### src/rtl/sharedInPortPkg.sv
package sharedInPortPkg;

  // Strobes passed from the control FSM to the datapath
  typedef struct packed {
    logic capture;  // accepted start: latch channel select
    logic busy;     // conversion in flight
  } ctlStrobes_t;

endpackage

### src/rtl/sharedInPortCtl.sv
module sharedInPortCtl
  import sharedInPortPkg::*;
(
  input  logic        clk,
  input  logic        rstN,
  input  logic        convStart,
  input  logic        adcDone,
  output logic        adcStart,
  output logic        convBusy,
  output logic        convDone,
  output ctlStrobes_t strobes
);

  logic busyQ;
  logic doneQ;
  logic startQ;
  logic startOk;

  assign startOk = convStart && !busyQ;

  always_ff @(posedge clk or negedge rstN) begin
    if (!rstN) begin
      busyQ  <= 1'b0;
      doneQ  <= 1'b0;
      startQ <= 1'b0;
    end else begin
      startQ <= startOk;
      if (startOk) begin
        busyQ <= 1'b1;
        doneQ <= 1'b0;
      end else if (busyQ && adcDone) begin
        busyQ <= 1'b0;
        doneQ <= 1'b1;
      end
    end
  end

  assign adcStart        = startQ;
  assign convBusy        = busyQ;
  assign convDone        = doneQ;
  assign strobes.capture = startOk;
  assign strobes.busy    = busyQ;


  start_pulse_chk: assert property (@(posedge clk) disable iff (!rstN)
    adcStart |=> !adcStart);


  start_busy_chk: assert property (@(posedge clk) disable iff (!rstN)
    adcStart |-> convBusy);


  done_set_chk: assert property (@(posedge clk) disable iff (!rstN)
    (convBusy && adcDone) |=> (convDone && !convBusy));


  done_clear_chk: assert property (@(posedge clk) disable iff (!rstN)
    adcStart |-> !convDone);


  no_restart_chk: assert property (@(posedge clk) disable iff (!rstN)
    convBusy |=> !adcStart);


  idle_done_chk: assert property (@(posedge clk) disable iff (!rstN)
    (!convBusy && !convStart) |=> ($stable(convDone) && !convBusy));

endmodule

### src/rtl/sharedInPortDp.sv
module sharedInPortDp
  import sharedInPortPkg::*;
#(
  parameter int NUM_PINS = 6,
  parameter int CH_W     = 3
) (
  input  logic                clk,
  input  logic                rstN,
  input  logic [NUM_PINS-1:0] pinIn,
  input  logic                clkStop,
  input  logic                fnWrEn,
  input  logic [NUM_PINS-1:0] fnWrData,
  input  logic                chWrEn,
  input  logic [CH_W-1:0]     chWrData,
  input  ctlStrobes_t         strobes,
  output logic [NUM_PINS-1:0] portRdData,
  output logic [CH_W-1:0]     adcChan
);

  logic [NUM_PINS-1:0] fnSel;
  logic [CH_W-1:0]     chSel;
  logic [CH_W-1:0]     chActive;

  always_ff @(posedge clk or negedge rstN) begin
    if (!rstN) begin
      fnSel    <= '0;
      chSel    <= '0;
      chActive <= '0;
    end else begin
      if (fnWrEn)          fnSel    <= fnWrData;
      if (chWrEn)          chSel    <= chWrData;
      if (strobes.capture) chActive <= chSel;
    end
  end

  // Per-pin read gate: digital-input role and no clock stop
  for (genvar i = 0; i < NUM_PINS; i++) begin : g_rdGate
    always_comb portRdData[i] = pinIn[i] && !fnSel[i] && !clkStop;
  end

  assign adcChan = chActive;


  adc_pin_zero_chk: assert property (@(posedge clk) disable iff (!rstN)
    (portRdData & fnSel) == '0);


  chan_hold_chk: assert property (@(posedge clk) disable iff (!rstN)
    (strobes.busy && $past(strobes.busy)) |-> $stable(adcChan));

endmodule

### src/rtl/sharedInPort.sv
module sharedInPort
  import sharedInPortPkg::*;
#(
  parameter  int NUM_PINS = 6,
  localparam int CH_W     = $clog2(NUM_PINS)
) (
  input  logic                clk,
  input  logic                rstN,
  input  logic [NUM_PINS-1:0] pinIn,
  input  logic                clkStop,
  input  logic                fnWrEn,
  input  logic [NUM_PINS-1:0] fnWrData,
  input  logic                chWrEn,
  input  logic [CH_W-1:0]     chWrData,
  input  logic                convStart,
  input  logic                adcDone,
  output logic [NUM_PINS-1:0] portRdData,
  output logic                adcStart,
  output logic [CH_W-1:0]     adcChan,
  output logic                convBusy,
  output logic                convDone
);

  ctlStrobes_t strobes;

  sharedInPortCtl ctl_i (
    .clk       (clk),
    .rstN      (rstN),
    .convStart (convStart),
    .adcDone   (adcDone),
    .adcStart  (adcStart),
    .convBusy  (convBusy),
    .convDone  (convDone),
    .strobes   (strobes)
  );

  sharedInPortDp #(.NUM_PINS(NUM_PINS), .CH_W(CH_W)) dp_i (
    .clk        (clk),
    .rstN       (rstN),
    .pinIn      (pinIn),
    .clkStop    (clkStop),
    .fnWrEn     (fnWrEn),
    .fnWrData   (fnWrData),
    .chWrEn     (chWrEn),
    .chWrData   (chWrData),
    .strobes    (strobes),
    .portRdData (portRdData),
    .adcChan    (adcChan)
  );


  stop_read_chk: assert property (@(posedge clk) disable iff (!rstN)
    clkStop |-> (portRdData == '0));

endmodule

### config.mk
export PLATFORM = sky130hd
export DESIGN_NAME = sharedInPort
export DESIGN_NICKNAME = d
export VERILOG_FILES = /design/src/rtl/sharedInPortPkg.sv /design/src/rtl/sharedInPortCtl.sv /design/src/rtl/sharedInPortDp.sv /design/src/rtl/sharedInPort.sv
export SDC_FILE = /design/constraint.sdc
export NUM_CORES = 1
export LEC_CHECK = 0
export BUFFER_PORTS_ARGS = -buffer_cell sky130_fd_sc_hd__buf_4
export CORE_MARGIN = 4
export CORE_UTILIZATION = 34
export CTS_CLUSTER_SIZE = 30
export DETAILED_ROUTE_END_ITERATION = 6
export GPL_ROUTABILITY_DRIVEN = 0
export PLACE_DENSITY = 0.6
export REMOVE_ABC_BUFFERS = 1
export SLEW_MARGIN = 20
export SYNTH_ARGS = -nofsm -noshare
export SYNTH_HDL_FRONTEND = slang
export SYNTH_HIERARCHICAL = 1
export SYNTH_SLANG_ARGS = --single-unit
### constraint.sdc
create_clock -name clk -period 2 [get_ports clk]
set_input_delay 0 -clock clk [delete_from_list [all_inputs] [get_ports clk]]
set_output_delay 0 -clock clk [all_outputs]
set_load 0.01 [all_outputs]
# Word-level counts from Yosys, hierarchy flattened
# Cells that the tools add are included.
[word_totals]
ff_bits = 15
output_inout_bits = 12
wordCells = 33
[op_classes]
n_mux = 4
n_reduce_logical = 23
[op_table]
columns = ["op", "count"]
rows = [
  ["logical AND 1 bit", 14],
  ["zero test 1 bit", 8],
  ["two-way mux 1 bit", 4],
  ["nonzero test 2 bit", 1],
]

# Longest topological paths before layout
[logic_depth]
depth_word = 3
mapped_depth = 3
mapped_depth_nobuf = 2

# Modules after synthesis
# Netlist, hierarchy kept.
[by_module_without_submodules]
columns = ["module", "cells_per_inst", "area_per_inst_um2", "instances"]
rows = [
  ["sharedInPortDp", 31, 514.2, 1],
  ["sharedInPortCtl", 11, 118.9, 1],
]

# Worst setup path before layout
# No wires, ideal clock.
[synth_timing]
path_type = "register to register"
startpoint = "register ctl_i.busyQ, in the netlist ctl_i/convBusy"
endpoint = "register dp_i.chActive[0], in the netlist dp_i/adcChan[0]"
arrival_ns = 1.018
synth_period_minus_slack_ns = 1.142
path_stages_with_launch = 4
setup_ns = 0.125
path_slack_ns = 0.858
t_required_ns = 1.875
cell_sequence = "dfrtp_1 nor2b_1 buf_4 mux2_2"
[synth_between]
elab_chain_cells = 2
[synth_lines]
columns = ["item", "line_no", "rtl"]
rows = [
  ["start: declaration", "sharedInPortCtl.sv:14", "logic busyQ;"],
  ["start signal: assignment", "sharedInPortCtl.sv:23", "busyQ <= 1'b0;"],
  ["start signal: assignment", "sharedInPortCtl.sv:29", "busyQ <= 1'b1;"],
  ["start signal: assignment", "sharedInPortCtl.sv:32", "busyQ <= 1'b0;"],
  ["zero test 1 bit", "sharedInPortCtl.sv:19", "assign startOk = convStart && !busyQ;"],
  ["logical AND 1 bit", "sharedInPortCtl.sv:19", ""],
  ["named net ctl_i.startOk", "sharedInPortCtl.sv:17", "logic startOk;"],
  ["end signal: assignment", "sharedInPortDp.sv:32", "if (strobes.capture) chActive <= chSel;"],
  ["end: declaration", "sharedInPortDp.sv:22", "logic [CH_W-1:0] chActive;"],
]
# The timed path passes the listed nets, and every way through them passes these cells.
# A chain may end at the register's enable or synchronous reset.

# Worst setup path in the final report
[layout_timing]
startpoint = "input port chWrData[0]"
endpoint = "register dp_i.chSel[0]"
[layout_rtl]
columns = ["item", "line_no", "rtl"]
rows = [
  ["start: declaration", "sharedInPort.sv:14", "input logic [CH_W-1:0] chWrData,"],
  ["end signal: assignment", "sharedInPortDp.sv:31", "if (chWrEn) chSel <= chWrData;"],
  ["end: declaration", "sharedInPortDp.sv:21", "logic [CH_W-1:0] chSel;"],
]
# No word-level cell between the ends.

==> run summary <==
CELLS AND AREA
----------------------------------------------------------------------------------------
Share of cells above drive strength 1 .....................................        52.7%
Synthesis-to-finish area growth ...........................................        69.8%
Fill cells ................................................................          149
Layout Nets ...............................................................          114
Ant. Diodes ...............................................................            0

CLOCK NETWORK
----------------------------------------------------------------------------------------
CTS HTree Levels ..........................................................            1
Clock tree root buffer cell ...............................................     clkbuf_4
Number of clock sinks seen by CTS .........................................           15
CTS tree ..................................................................        built
TritonCTS buffer count ....................................................            3
Gates resized, CTS repair .................................................            0
Post-CTS setup buffer count ...............................................            0
Clock latency on the worst-skew pair ......................................      0.27 ns
Deepest clock path buffer count ...........................................            2
Clock-pin transition on the worst setup and hold timing paths .............      0.08 ns

SYNTHESIS
----------------------------------------------------------------------------------------
Cells after synthesis .....................................................           41
Post-synthesis instance area ..............................................    626 sq um
Number of warnings issued by yosys ........................................            6
Average size of a mapped cell .............................................   15.3 sq um

CRITICAL PATH
----------------------------------------------------------------------------------------
Worst reg2reg path endpoint ............................................... dp_i/chSel[1]
Worst R2R Path Depth ......................................................            2
Start point of the critical path ..........................................  chWrData[0]
Maximum net fanout on the critical path ...................................            1
Worst R2R Start ........................................................... dp_i/chSel[1]
Setup crit end ............................................................ dp_i/chSel[0]
Worst reg-to-reg setup slack ..............................................      0.68 ns
Kind of start point of the critical path .................................. primary input
WP data required ..........................................................      2.15 ns
Crit path arrival time ....................................................      1.48 ns
Worst setup path class ....................................................    in -> reg
Setup crit end kind .......................................................         flop

GLOBAL ROUTE
----------------------------------------------------------------------------------------
Number of global-route vias before repair .................................          542
Met2 Resource Use GR ......................................................        18.9%
GR peak layer .............................................................         met2
Antenna violations before repair ..........................................            0
First-pass GRT wire length ................................................      2.23 mm
Total routing resource utilization after global routing ...................        11.9%
Global-route met3 utilization .............................................        4.08%
Maximum number of pins on one net before global-route repair ..............           16
Met1 Usage GRT ............................................................        13.9%
GR Overflow Total .........................................................            0

FLOORPLAN
----------------------------------------------------------------------------------------
Die boundary width ........................................................ 50.9 microns
Num rows ..................................................................           15
Effective utilization at floorplan ........................................        36.2%
I/O pin total .............................................................           34
Vertical extent of the die ................................................ 50.9 microns
Die area ..................................................................   2590 sq um
Core region area ..........................................................   1730 sq um

STA
----------------------------------------------------------------------------------------
Count of endpoints failing setup in the final report ......................            0
Normalized max-slew margin ................................................        78.3%
Clock period minus worst slack ............................................      1.32 ns
Achievable clock frequency ................................................      756 MHz
Worst Tran Pin Value ......................................................     0.325 ns
Setup Total Neg Slack .....................................................         0 ns
Portion of the clock cycle consumed by the worst path in the final layout .        66.2%
Post-route setup slack ....................................................     0.677 ns
Final number of hold-violating endpoints ..................................            0
RSZ-0062 raised after global routing ......................................           no
Clock skew after layout ...................................................   0.00250 ns
Slew Viols, Final .........................................................            0
Hold slack ................................................................    0.0689 ns

PLACEMENT
----------------------------------------------------------------------------------------
Sum of net half-perimeters after detailed placement .......................  963 microns
Worst-case setup slack after placement ....................................     0.803 ns
Input/output buffers ......................................................           33

DETAILED ROUTING
----------------------------------------------------------------------------------------
Detailed Route Iter0 Violations ...........................................            1
Residual antenna-violating net count after detailed routing ...............            0
Number of vias per cell after detailed routing ............................         4.30
Total via count in the routed design ......................................          499
Routed wire length per instance ........................................... 11.5 microns
Remaining DRCs ............................................................            0
Wire length reported by the detailed router ...............................      1.34 mm
First-pass iteration count of the detailed router .........................            2

POWER AND IR DROP
----------------------------------------------------------------------------------------
VDD IR-drop max ...........................................................     0.259 mV
Power per unit of standard cell area ......................................  694 nW/um^2
Leakage ...................................................................     0.510 nW

FLOW RUN
----------------------------------------------------------------------------------------
Max capacitance violation total ...........................................            0

RUN STATUS
----------------------------------------------------------------------------------------
Outcome ................................................................... complete, no violations

WORST HOLD PATH
----------------------------------------------------------------------------------------
Worst Hold Class ..........................................................    in -> reg

what timing repair did:
action                     in CTS  in global routing
hold buffers                   15                  0
setup endpoints to repair       0                  0
hold endpoints to repair       26                  0
sequential cells by signal (all words and copies together) (netlist names):
| register | count |
|---|---|
| ctl_i/convBusy | 1 |
| dp_i/chSel | 3 |
| ctl_i/adcStart | 1 |
| ctl_i/convDone | 1 |
| dp_i/adcChan | 3 |
| dp_i/fnSel | 6 |
critical path, cell delays in order:
cell	delay [ns]
dlygate4sd3_1	0.55
buf_4	0.13
mux2_2	0.25
dlygate4sd3_1	0.55
routing by layer:
layer  share of wire, %  vias up
met2                 45       30
met3                 10        2
met1                 44      224
met4                1.1        0
met5                  0        -
li1                   -      243
through the flow:
step	instance area, sq um	std cells	utilization, %	total power [mW]
after floorplan	607	39	-	0.451
after global placement	886	97	51.3	0.555
after detailed placement	886	97	51.3	0.558
after CTS	1060	116	61.5	0.749
after global routing	1060	116	61.5	0.784
final	1060	116	61.5	0.737
final cells by class:
cell class	instances	area [sq um]	area share (%)
Timing Repair Buffer	48	398	37.5
Sequential cell	15	375	35.3
Multi-Input combinational cell	23	228	21.4
Tap cell	25	31.3	2.94
Clock buffer	4	26.3	2.47
Inverter	1	3.75	0.353
worst min path at each step:
stage / start / endpoint / depth (start not counted)
finish: fnWrEn / dp_i/fnSel[5] / 2
global route: fnWrEn / dp_i/fnSel[0] / 2
CTS: fnWrEn / dp_i/fnSel[5] / 2
detailed placement: rstN / ctl_i/adcStart / 1
global placement: rstN / ctl_i/adcStart / 1
floorplan: rstN / ctl_i/adcStart / 0
placed cells by master (no fill, tap or decap):
master         count
inv_1              1
o21ai_0            2
nor3b_1            6
buf_4             33
mux2_4             6
nor2b_1            1
a21oi_1            1
dlygate4sd3_1     15
dfrtp_1           15
clkbuf_1           1
nor2_1             1
clkbuf_4           3
mux2_2             6
report_power, final:
| group | switching, mW | total, mW | leakage, nW | internal, mW |
|---|---|---|---|---|
| combinational | 0.0660 | 0.201 | 0.319 | 0.135 |
| clock | 0.0836 | 0.161 | 0.0150 | 0.0770 |
| sequential | 0.0270 | 0.376 | 0.176 | 0.349 |
| total | 0.177 | 0.737 | 0.510 | 0.561 |
No activity file was read; power rests on OpenSTA's default activity.
